[src/rtl/i2s_tmg_pkg.sv]
package i2s_tmg_pkg;

    typedef enum logic [1:0] {
        SEL_LEFT  = 2'd0,
        SEL_RIGHT = 2'd1,
        SEL_DIV   = 2'd2,
        SEL_MODE  = 2'd3
    } reg_sel_e;

    localparam int MODE_W      = 6;
    localparam int MB_MASTER   = 0;
    localparam int MB_WS_EN    = 2;
    localparam int MB_IRQ_RISE = 3;
    localparam int MB_IRQ_FALL = 4;
    localparam int MB_IRQ_WORD = 5;

    typedef enum logic [1:0] {
        ST_SYNC  = 2'd0,
        ST_ARMED = 2'd1,
        ST_SHIFT = 2'd2
    } slot_st_e;

endpackage

[src/rtl/i2s_bclk_gen.sv]
module i2s_bclk_gen #(
    parameter int DIV_W = 8
) (
    input  logic             clk,
    input  logic             rst_n,
    input  logic             restart_i,
    input  logic             run_i,
    input  logic [DIV_W-1:0] div_i,
    output logic             sck_o,
    output logic             fall_o
);
    logic [DIV_W-1:0] cnt_q;
    logic             sck_q;
    logic             at_end;

    assign at_end = (cnt_q == div_i);

    always_ff @(posedge clk or negedge rst_n) begin
        if (!rst_n) begin
            cnt_q <= '0;
            sck_q <= 1'b1;
        end else if (restart_i) begin
            cnt_q <= '0;
            sck_q <= 1'b1;
        end else if (run_i) begin
            if (at_end) begin
                cnt_q <= '0;
                sck_q <= ~sck_q;
            end else begin
                cnt_q <= cnt_q + 1'b1;
            end
        end
    end

    assign sck_o  = sck_q;
    assign fall_o = run_i & ~restart_i & sck_q & at_end;

    // the half-period counter never runs past the programmed divisor
    p_cnt_in_range_r2: assert property (@(posedge clk) disable iff (!rst_n)
        cnt_q <= div_i);

endmodule

[src/rtl/i2s_ext_sync.sv]
module i2s_ext_sync (
    input  logic clk,
    input  logic rst_n,
    input  logic ext_sck_i,
    input  logic ext_ws_i,
    output logic fall_o,
    output logic ws_o
);
    logic [2:0] sck_sh;
    logic [1:0] ws_sh;

    always_ff @(posedge clk or negedge rst_n) begin
        if (!rst_n) begin
            sck_sh <= '0;
            ws_sh  <= '0;
        end else begin
            sck_sh <= {sck_sh[1:0], ext_sck_i};
            ws_sh  <= {ws_sh[0], ext_ws_i};
        end
    end

    assign fall_o = sck_sh[2] & ~sck_sh[1];
    assign ws_o   = ws_sh[1];

endmodule

[src/rtl/i2s_frame_fsm.sv]
module i2s_frame_fsm
    import i2s_tmg_pkg::*;
#(
    parameter int DW = 16
) (
    input  logic          clk,
    input  logic          rst_n,
    input  logic          restart_i,
    input  logic          master_i,
    input  logic          fall_i,
    input  logic          ext_ws_i,
    input  logic [DW-1:0] left_i,
    input  logic [DW-1:0] right_i,
    output logic          ws_o,
    output logic          sd_o,
    output logic          ws_rise_o,
    output logic          ws_fall_o,
    output logic          word_start_o
);
    localparam int CW   = $clog2(2 * DW);
    localparam int LAST = 2 * DW - 1;

    slot_st_e      state_q, state_d;
    logic [CW-1:0] pos_q, pos_nxt;
    logic          ws_q, ws_new, change;
    logic          load_en, shift_en;
    logic [DW-1:0] sh_q;

    assign pos_nxt = (pos_q == CW'(LAST)) ? '0 : pos_q + 1'b1;
    assign ws_new  = master_i ? (pos_q >= CW'(DW)) : ext_ws_i;
    assign change  = fall_i & (ws_new != ws_q);

    // state register
    always_ff @(posedge clk or negedge rst_n) begin
        if (!rst_n)         state_q <= ST_SYNC;
        else if (restart_i) state_q <= ST_SYNC;
        else                state_q <= state_d;
    end

    // next state
    always_comb begin
        state_d = state_q;
        unique case (state_q)
            ST_SYNC:  if (change) state_d = ST_ARMED;
            ST_ARMED: if (fall_i) state_d = change ? ST_ARMED : ST_SHIFT;
            ST_SHIFT: if (change) state_d = ST_ARMED;
            default:  state_d = ST_SYNC;
        endcase
    end

    // outputs of the controller
    always_comb begin
        load_en = 1'b0;
        unique case (state_q)
            ST_SYNC:  load_en = 1'b0;
            ST_ARMED: load_en = fall_i & ~change;
            ST_SHIFT: load_en = 1'b0;
            default:  load_en = 1'b0;
        endcase
        shift_en = fall_i & ~load_en;
    end

    always_ff @(posedge clk or negedge rst_n) begin
        if (!rst_n) begin
            pos_q <= '0;
            ws_q  <= 1'b1;
            sh_q  <= '0;
        end else if (restart_i) begin
            pos_q <= '0;
            ws_q  <= 1'b1;
            sh_q  <= '0;
        end else begin
            if (fall_i) pos_q <= pos_nxt;
            if (change) ws_q  <= ws_new;
            if (load_en)       sh_q <= ws_q ? right_i : left_i;
            else if (shift_en) sh_q <= {sh_q[DW-2:0], 1'b0};
        end
    end

    assign ws_o         = ws_q;
    assign sd_o         = sh_q[DW-1];
    assign ws_rise_o    = change & ws_new;
    assign ws_fall_o    = change & ~ws_new;
    assign word_start_o = load_en;

    // the strobe moves only on a bit-clock falling edge or a restart
    p_ws_on_edge_r4: assert property (@(posedge clk) disable iff (!rst_n)
        !$stable(ws_q) |-> $past(fall_i || restart_i));

    // a slot is armed only after a strobe change or while still armed
    p_armed_after_change_r4: assert property (@(posedge clk) disable iff (!rst_n)
        (state_q == ST_ARMED) |-> $past(change || state_q == ST_ARMED));

    // the data line is silent until the first slot is loaded
    p_sync_silent_r6: assert property (@(posedge clk) disable iff (!rst_n)
        (state_q == ST_SYNC) |-> !sd_o);

endmodule

[src/rtl/i2s_tmg_top.sv]
module i2s_tmg_top
    import i2s_tmg_pkg::*;
#(
    parameter int DW      = 16,
    parameter int DIV_W   = 8,
    parameter int DIV_RST = 8
) (
    input  logic          clk,
    input  logic          rst_n,
    input  logic          wr_en,
    input  logic [1:0]    wr_sel,
    input  logic [DW-1:0] wr_data,
    input  logic          ext_sck,
    input  logic          ext_ws,
    output logic          sck_o,
    output logic          ws_o,
    output logic          sd_o,
    output logic          irq_o,
    output logic [1:0]    status_o
);
    logic [DW-1:0]     left_q, right_q;
    logic [DIV_W-1:0]  div_q;
    logic [MODE_W-1:0] mode_q;
    logic              irq_q;
    logic              restart, master;
    logic              gen_sck, gen_fall, ext_fall, ext_ws_s, fall;
    logic              ws_int, ws_rise, ws_fall, word_start;
    reg_sel_e          sel;

    assign sel     = reg_sel_e'(wr_sel);
    assign restart = wr_en & ((sel == SEL_DIV) | (sel == SEL_MODE));
    assign master  = mode_q[MB_MASTER];

    always_ff @(posedge clk or negedge rst_n) begin
        if (!rst_n) begin
            left_q  <= '0;
            right_q <= '0;
            div_q   <= DIV_W'(DIV_RST);
            mode_q  <= '0;
        end else if (wr_en) begin
            unique case (sel)
                SEL_LEFT:  left_q  <= wr_data;
                SEL_RIGHT: right_q <= wr_data;
                SEL_DIV:   div_q   <= wr_data[DIV_W-1:0];
                SEL_MODE:  mode_q  <= wr_data[MODE_W-1:0];
                default:   ;
            endcase
        end
    end

    i2s_bclk_gen #(.DIV_W(DIV_W)) u_bclk (
        .clk       (clk),
        .rst_n     (rst_n),
        .restart_i (restart),
        .run_i     (master),
        .div_i     (div_q),
        .sck_o     (gen_sck),
        .fall_o    (gen_fall)
    );

    i2s_ext_sync u_sync (
        .clk       (clk),
        .rst_n     (rst_n),
        .ext_sck_i (ext_sck),
        .ext_ws_i  (ext_ws),
        .fall_o    (ext_fall),
        .ws_o      (ext_ws_s)
    );

    assign fall = master ? gen_fall : (ext_fall & ~restart);

    i2s_frame_fsm #(.DW(DW)) u_fsm (
        .clk          (clk),
        .rst_n        (rst_n),
        .restart_i    (restart),
        .master_i     (master),
        .fall_i       (fall),
        .ext_ws_i     (ext_ws_s),
        .left_i       (left_q),
        .right_i      (right_q),
        .ws_o         (ws_int),
        .sd_o         (sd_o),
        .ws_rise_o    (ws_rise),
        .ws_fall_o    (ws_fall),
        .word_start_o (word_start)
    );

    always_ff @(posedge clk or negedge rst_n) begin
        if (!rst_n) irq_q <= 1'b0;
        else        irq_q <= (ws_rise    & mode_q[MB_IRQ_RISE])
                           | (ws_fall    & mode_q[MB_IRQ_FALL])
                           | (word_start & mode_q[MB_IRQ_WORD]);
    end

    assign irq_o    = irq_q;
    assign sck_o    = master & gen_sck;
    assign ws_o     = master & mode_q[MB_WS_EN] & ws_int;
    assign status_o = {~ws_int, ws_int};

    // in master mode the strobe pin moves together with a bit-clock fall
    p_ws_with_sck_fall_r4: assert property (@(posedge clk) disable iff (!rst_n)
        (master && !$stable(ws_o) && !$past(restart)) |-> $fell(sck_o));

    // no interrupt pulse without an interrupt source selected
    p_irq_needs_enable_r8: assert property (@(posedge clk) disable iff (!rst_n)
        irq_o |-> $past(mode_q[MB_IRQ_WORD:MB_IRQ_RISE] != '0));

endmodule

[config.mk]
export PLATFORM = sky130hd
export DESIGN_NAME = i2s_tmg_top
export DESIGN_NICKNAME = d
export VERILOG_FILES = /design/src/rtl/i2s_tmg_pkg.sv /design/src/rtl/i2s_bclk_gen.sv /design/src/rtl/i2s_ext_sync.sv /design/src/rtl/i2s_frame_fsm.sv /design/src/rtl/i2s_tmg_top.sv
export SDC_FILE = /design/constraint.sdc
export NUM_CORES = 1
export LEC_CHECK = 0
export BUFFER_PORTS_ARGS = -buffer_cell sky130_fd_sc_hd__buf_2
export CORE_ASPECT_RATIO = 1.75
export CORE_MARGIN = 2
export CORE_UTILIZATION = 25
export CTS_CLUSTER_DIAMETER = 80
export DETAILED_ROUTE_END_ITERATION = 7
export SYNTH_ARGS = -nofsm -noshare
export SYNTH_HDL_FRONTEND = slang
export SYNTH_SLANG_ARGS = --single-unit
export TNS_END_PERCENT = 10
[constraint.sdc]
create_clock -name clk -period 3.8 [get_ports clk]
set_input_delay 0.19 -clock clk [delete_from_list [all_inputs] [get_ports clk]]
set_output_delay 0.19 -clock clk [all_outputs]
set_load 0.05 [all_outputs]
==> run_results.csv, run 1 <==
group,metric,value,unit
status,status,"completed",
floorplanning,core,15300,um^2
clock_network,cts.sink_count,84,
global_route,grt_pass1_vias,2790,
floorplanning,die_w,98.4,um
synth,synth_edf_count,0,
timing,period_minus_slack,2.48,ns
synth,synth_top_flop_cell,"dfrtp_1",
clock_network,cts_max_path_buffers,2,
synth,synth.area.top_cells,"dfrtp_1 52%, mux2_2 13%, mux2i_1 4.9%, a21oi_1 3.5%, a211o_1 3.4%",
clock_network,clk_transition_reported_paths,0.06,ns
synth,async_reset_ff_share,100,%
critical_path,cp_data_arrival_time,2.74,ns
clock_network,cts_root_buf,"clkbuf_16",
timing,setup_viol,0,
routing,drt-total-wl,8.38,mm
final_layout,drive_gt1_share,28.7,%
synth,synthAdderAreaFrac,0.963,%
routing,drc_errors,0,
routing,via_per_inst,4.79,
global_route,antenna_found_initial,0,
timing,min_period_over_period,65.2,%
global_route,grt_overflow,0,
synth,netlist_area,3900,um^2
critical_path,crit_fanout,32,
final_layout,area_growth,17.5,%
routing,num_vias,2632,
floorplanning,die-area,16600,um^2
global_route,grt_use_met2,19.5,%
clock_network,cts_tree,"built",
placement,io_buffers,28,
power,pwr-share-clk,36.1,%
global_route,grt_util_met3,2.72,%
floorplanning,rows,60,
power,peakVddDrop,0.000172,V
power,p_int,1.86,mW
final_layout,mostFrequentLayoutCell,"dfrtp_1",
routing,drtPass1Iterations,4,
global_route,grt_use_met1,11.6,%
critical_path,crit_path_end_kind,"register",
final_layout,fin_nets,384,
synth,synth_top_family_by_area,"multiplexers",
floorplanning,die-height,169,um
timing,rsz0062_at_grt,"no",
timing,worst_pin_slew,1.07,ns
final_layout,antenna_cells,0,
power,swShare,29.7,%
placement,dp_hpwl,5.77,mm
synth,yosysTopAreaCell,"dfrtp_1",
global_route,grt_max_degree,85,
clock_network,cts_resized,0,
timing,relSlewSlack,28.7,%
power,power,2.64,mW
synth,synth_fp_nets,356,
routing,wl_per_cell,15.3,um
routing,dr.first_iter.drc_count,144,
power,power_frac_comb,19.2,%
timing,clock.fmax,403,MHz
min_path,hold_path.class,"input port to async pin",
timing,hold_viol_final,0,
synth,synth-simple-area-share,11.2,%
critical_path,path_class,"register to register",
global_route,busiest_layer,"met2",
synth,seq_area_frac_synth,54.0,%
synth,ys_ff_latch,84,
synth,synthDominantCellAreaShare,52.0,%
critical_path,reg2reg_depth,6,
routing,ant_nets,0,
synth,synth_mux_area_share,18.2,%
power,power_switching,786,uW
synth,synthXorXnorAreaFrac,2.47,%
timing,finalSetupTns,0,ns
floorplanning,start_util,25.5,%
placement,gp_congestion,0.815,
synth,yosysWarnings,0,
final_layout,final_cells,549,
placement,placed_cells,531,
power,powerDensity,576,nW/um^2
power,power_leakage,1.99,nW
power,power_frac_seq,44.7,%
synth,syn_area_per_cell,11.8,um^2
global_route,grt.total_usage,10.7,%
synth,synthCells,330,
clock_network,cts_buffers,9,
synth,synth-compound-area-share,10.3,%
clock_network,insertion_delay,0.34,ns
synth,yosys.cell_types.count,37,
timing,clock_skew,0.00409,ns
timing,slew_viol_final,0,
flow_run,maxCapViolations,0,
critical_path,critPathRequiredTime,4.06,ns
floorplanning,ios,29,
critical_path,start_kind,"register",
clock_network,htree_levels,3,
final_layout,final_cell_mix,"81 x dfrtp_1, 46 x mux2_2, 28 x nand2_1",
global_route,grt_pass1_wl,14.0,mm
per-stage QoR:
| stage | hold WS (ns) | setup WS [ns] | instance area [um^2] | utilization, % |
|---|---|---|---|---|
| global route | 0.0860 | 1.17 | 4580 | 29.9 |
| detailed placement | 0.303 | 1.34 | 4240 | 27.7 |
| CTS | 0.0796 | 1.30 | 4580 | 29.9 |
| global placement | 0.302 | 1.39 | 4240 | 27.7 |
| finish | 0.0426 | 1.32 | 4580 | 29.9 |
| floorplan | -0.106 | 1.92 | 3900 | - |
worst max-delay path, cell delays in order, from the launching register on:
cell     delay (ns)
dfrtp_1        0.66
mux2i_1        0.60
mux2i_2        0.29
buf_4          0.33
nor2_1         0.08
a211o_1        0.27
a21oi_1        0.16
cells by family (layout without fill, tap and decap cells):
family | Yosys count | in the layout
adder cells (fa/ha/maj) | 3 | 3
buffers and inverters | 21 | 54
flip-flops | 84 | 84
AND/OR/NAND/NOR | 83 | 83
XOR/XNOR | 11 | 11
AO/OA/AOI/OAI | 63 | 63
multiplexers | 65 | 65
cells in the mapped netlist (4+ instances only):
master	instances
o21ai_0	9
nand3_1	11
a21oi_1	27
nand2_1	28
buf_2	4
and3_1	4
clkbuf_1	9
mux2_2	46
a31oi_1	6
a211o_1	15
xor2_1	9
dfrtp_1	81
mux2i_1	19
nor2_1	20
power groups by stage:
stage	clock network [mW]	logic [mW]	registers (mW)
2_1_floorplan	0	0.410	1.14
3_3_place_gp	0	0.500	1.19
3_5_place_dp	0	0.515	1.20
4_1_cts	0.976	0.518	1.18
5_1_grt	1.02	0.562	1.20
6_report	0.953	0.508	1.18
worst paths after layout:
path | from | to | slack, ns
max in group asynchronous | rst_n | u_fsm.pos_q[2] | 3.07
worst min register to register | u_sync.ws_sh[0] | u_sync.ws_sh[1] | 0.36
worst max-delay path | mode_q[0] | u_fsm.sh_q[8] | 1.32
worst min-delay path | rst_n | div_q[6] | 0.04
worst max register to register | mode_q[0] | u_fsm.sh_q[8] | 1.32
min in group clk | wr_data[13] | right_q[13] | 0.09
layout make-up:
class | instances | area, um^2
Fill cell | 1591 | 10700
Clock buffer | 9 | 225
Multi-Input combinational cell | 225 | 1710
Inverter | 3 | 11.3
Tap cell | 186 | 233
Sequential cell | 84 | 2110
Timing Repair Buffer | 35 | 200
Clock inverter | 7 | 100
sequential cells by signal, indices dropped and copies added (netlist names):
| signal | flops |
|---|---|
| u_fsm.state_q | 2 |
| u_bclk.sck_o | 1 |
| u_fsm.pos_q | 5 |
| u_fsm.sh_q | 16 |
| mode_q | 5 |
| u_fsm.ws_o | 1 |
| u_bclk.cnt_q | 8 |
| left_q | 16 |
| div_q | 8 |
| right_q | 16 |
| irq_o | 1 |
| u_sync.sck_sh | 3 |
| u_sync.ws_sh | 2 |
what timing repair did:
action	CTS	global route
hold buffers	2	0
hold endpoints to repair	2	0
setup buffers	0	0
routing by layer:
metal	wire length [um]	up-vias
li1	-	1239
met1	3370	1351
met2	4610	30
met3	214	12
met4	183	0
met5	0	-
Power figures use the tool's default switching activity.
==> run 2, diff against run 1 <==
==> constraint.sdc (replaced) <==
create_clock -name clk -period 2.1 [get_ports clk]
set_input_delay 0.105 -clock clk [delete_from_list [all_inputs] [get_ports clk]]
set_output_delay 0.105 -clock clk [all_outputs]
set_load 0.05 [all_outputs]
==> run 2 against run 1 <==
Clock skew is 0.0065 ns higher. Sequential share of layout area is 1.4 points lower. Clock power is 77% higher. First-iteration DRC count is 9.0% higher. Setup slack worse by 1.2 ns. Total power is 82% higher. Non-clock buffer count is 15 higher. Worst hold slack worse by 0.032 ns. Critical endpoint is now u_fsm.state_q[1]. Largest power group unchanged.
==> run_results.csv, run 2 (synthesized netlist as in run 1, its figures left out) <==
group,metric,value,unit
global_route,grt.total_usage,10.7,%
clock_network,cts_buffers,9,
final_layout,mostFrequentLayoutCell,"dfrtp_1",
timing,worst_pin_slew,0.432,ns
timing,relSlewSlack,71.1,%
clock_network,post_cts_buffers,0,
critical_path,path_class,"register to register",
final_layout,fill_cells,1594,
routing,drtPass1Iterations,6,
floorplanning,ios,29,
clock_network,htree_levels,3,
min_path,hold_path.class,"input port to register",
power,peakVddDrop,0.000311,V
timing,setup_ws,0.158,ns
timing,setup_viol,0,
routing,via_per_inst,4.85,
critical_path,worstSetupStartpoint,"div_q[3]",
routing,wl_per_cell,14.8,um
status,status,"completed",
floorplanning,start_util,25.5,%
flow_run,maxCapViolations,0,
min_path,min-delay-start,"wr_data[15]",
timing,rsz0062_at_grt,"no",
timing,finalSetupTns,0,ns
clock_network,cts_root_buf,"clkbuf_16",
routing,drt-total-wl,8.32,mm
placement,gp_congestion,0.773,
placement,io_buffers,28,
final_layout,drive_gt1_share,30.2,%
floorplanning,rows,60,
final_layout,fin_nets,399,
final_layout,antenna_cells,0,
clock_network,cts.sink_count,84,
clock_network,clk_transition_reported_paths,0.06,ns
final_layout,area_growth,21.3,%
global_route,antenna_found_initial,0,
global_route,grt_pass1_vias,2828,
floorplanning,die-area,16600,um^2
global_route,grt_max_degree,44,
routing,num_vias,2733,
timing,holdWs,0.0108,ns
critical_path,cp_data_arrival_time,2.17,ns
critical_path,crit_fanout,24,
placement,pre_cts_ws,0.166,ns
critical_path,critPathRequiredTime,2.32,ns
floorplanning,core,15300,um^2
clock_network,cts_max_path_buffers,2,
global_route,grt_overflow,0,
critical_path,r2r-start,"div_q[3]",
timing,clock_skew,0.0106,ns
routing,drc_errors,0,
timing,clock.fmax,515,MHz
final_layout,final_cell_mix,"81 x dfrtp_1, 46 x mux2_2, 28 x nand2_1",
final_layout,largest_registers,"left_q x16, right_q x16, u_fsm.sh_q x16",
power,powerDensity,1020,nW/um^2
critical_path,crit_path_end_kind,"register",
clock_network,insertion_delay,0.34,ns
timing,hold_viol_final,0,
placement,dp_hpwl,6.08,mm
timing,period_minus_slack,1.94,ns
power,power_leakage,2.05,nW
critical_path,start_kind,"register",
timing,min_period_over_period,92.5,%
floorplanning,die_w,98.4,um
floorplanning,die-height,169,um
clock_network,cts_tree,"built",
global_route,grt_pass1_wl,14.1,mm
power,power,4.81,mW
routing,ant_nets,0,
timing,slew_viol_final,0,
routing,dr.first_iter.drc_count,157,
-- run 2: through the flow --
stage	util (%)	cell area, um^2	std cells
6_report	30.9	4730	564
5_1_grt	30.9	4730	564
4_1_cts	30.9	4730	564
3_5_place_dp	28.3	4340	541
3_3_place_gp	28.3	4340	541
2_1_floorplan	-	3900	330
-- run 2: path summary, 6_finish.rpt --
path                                          to  slack [ns]  cells past startpoint
worst max-delay path            u_fsm.state_q[1]        0.16                      6
worst min-delay path                 right_q[15]        0.01                      2
worst max register to register  u_fsm.state_q[1]        0.16                      6
worst min register to register  u_sync.sck_sh[1]        0.35                      0
max in group asynchronous           u_bclk.sck_o        1.26                      3
min in group asynchronous               div_q[6]        0.21                      2
-- run 2: what timing repair did --
action	in CTS	in global routing
hold endpoints to repair	31	0
resized for setup	0	0
hold buffers	7	0
-- run 2: final cells by class --
cell class / count / area (um^2) / area share (%)
clock buffer: 9 / 225 / 4.76
clock inverter: 7 / 97.6 / 2.06
inverter: 3 / 11.3 / 0.238
multi-input combinational: 225 / 1710 / 36.1
sequential: 84 / 2110 / 44.5
tap: 186 / 233 / 4.92
timing repair buffer: 50 / 350 / 7.41
-- run 2: power breakdown --
group | switching, mW | internal (mW) | leakage, nW
registers | 0.187 | 1.89 | 1.05
logic | 0.572 | 0.471 | 0.856
clock network | 0.647 | 1.05 | 0.152
total | 1.41 | 3.41 | 2.05
-- run 2: metal layers --
layer	GRT usage (%)	share of wire, %
met1	11.6	39
met2	19.5	55
met3	2.31	2.8
met4	5.18	2.7
met5	0	0
-- run 2: critical path, cell delays in order, from the launching register on --
cell and delay, ns:
dfstp_2 0.54, xor2_1 0.23, nor4_4 0.09, a31oi_4 0.27, buf_4 0.31, nor2_1 0.09
a2111oi_2 0.28
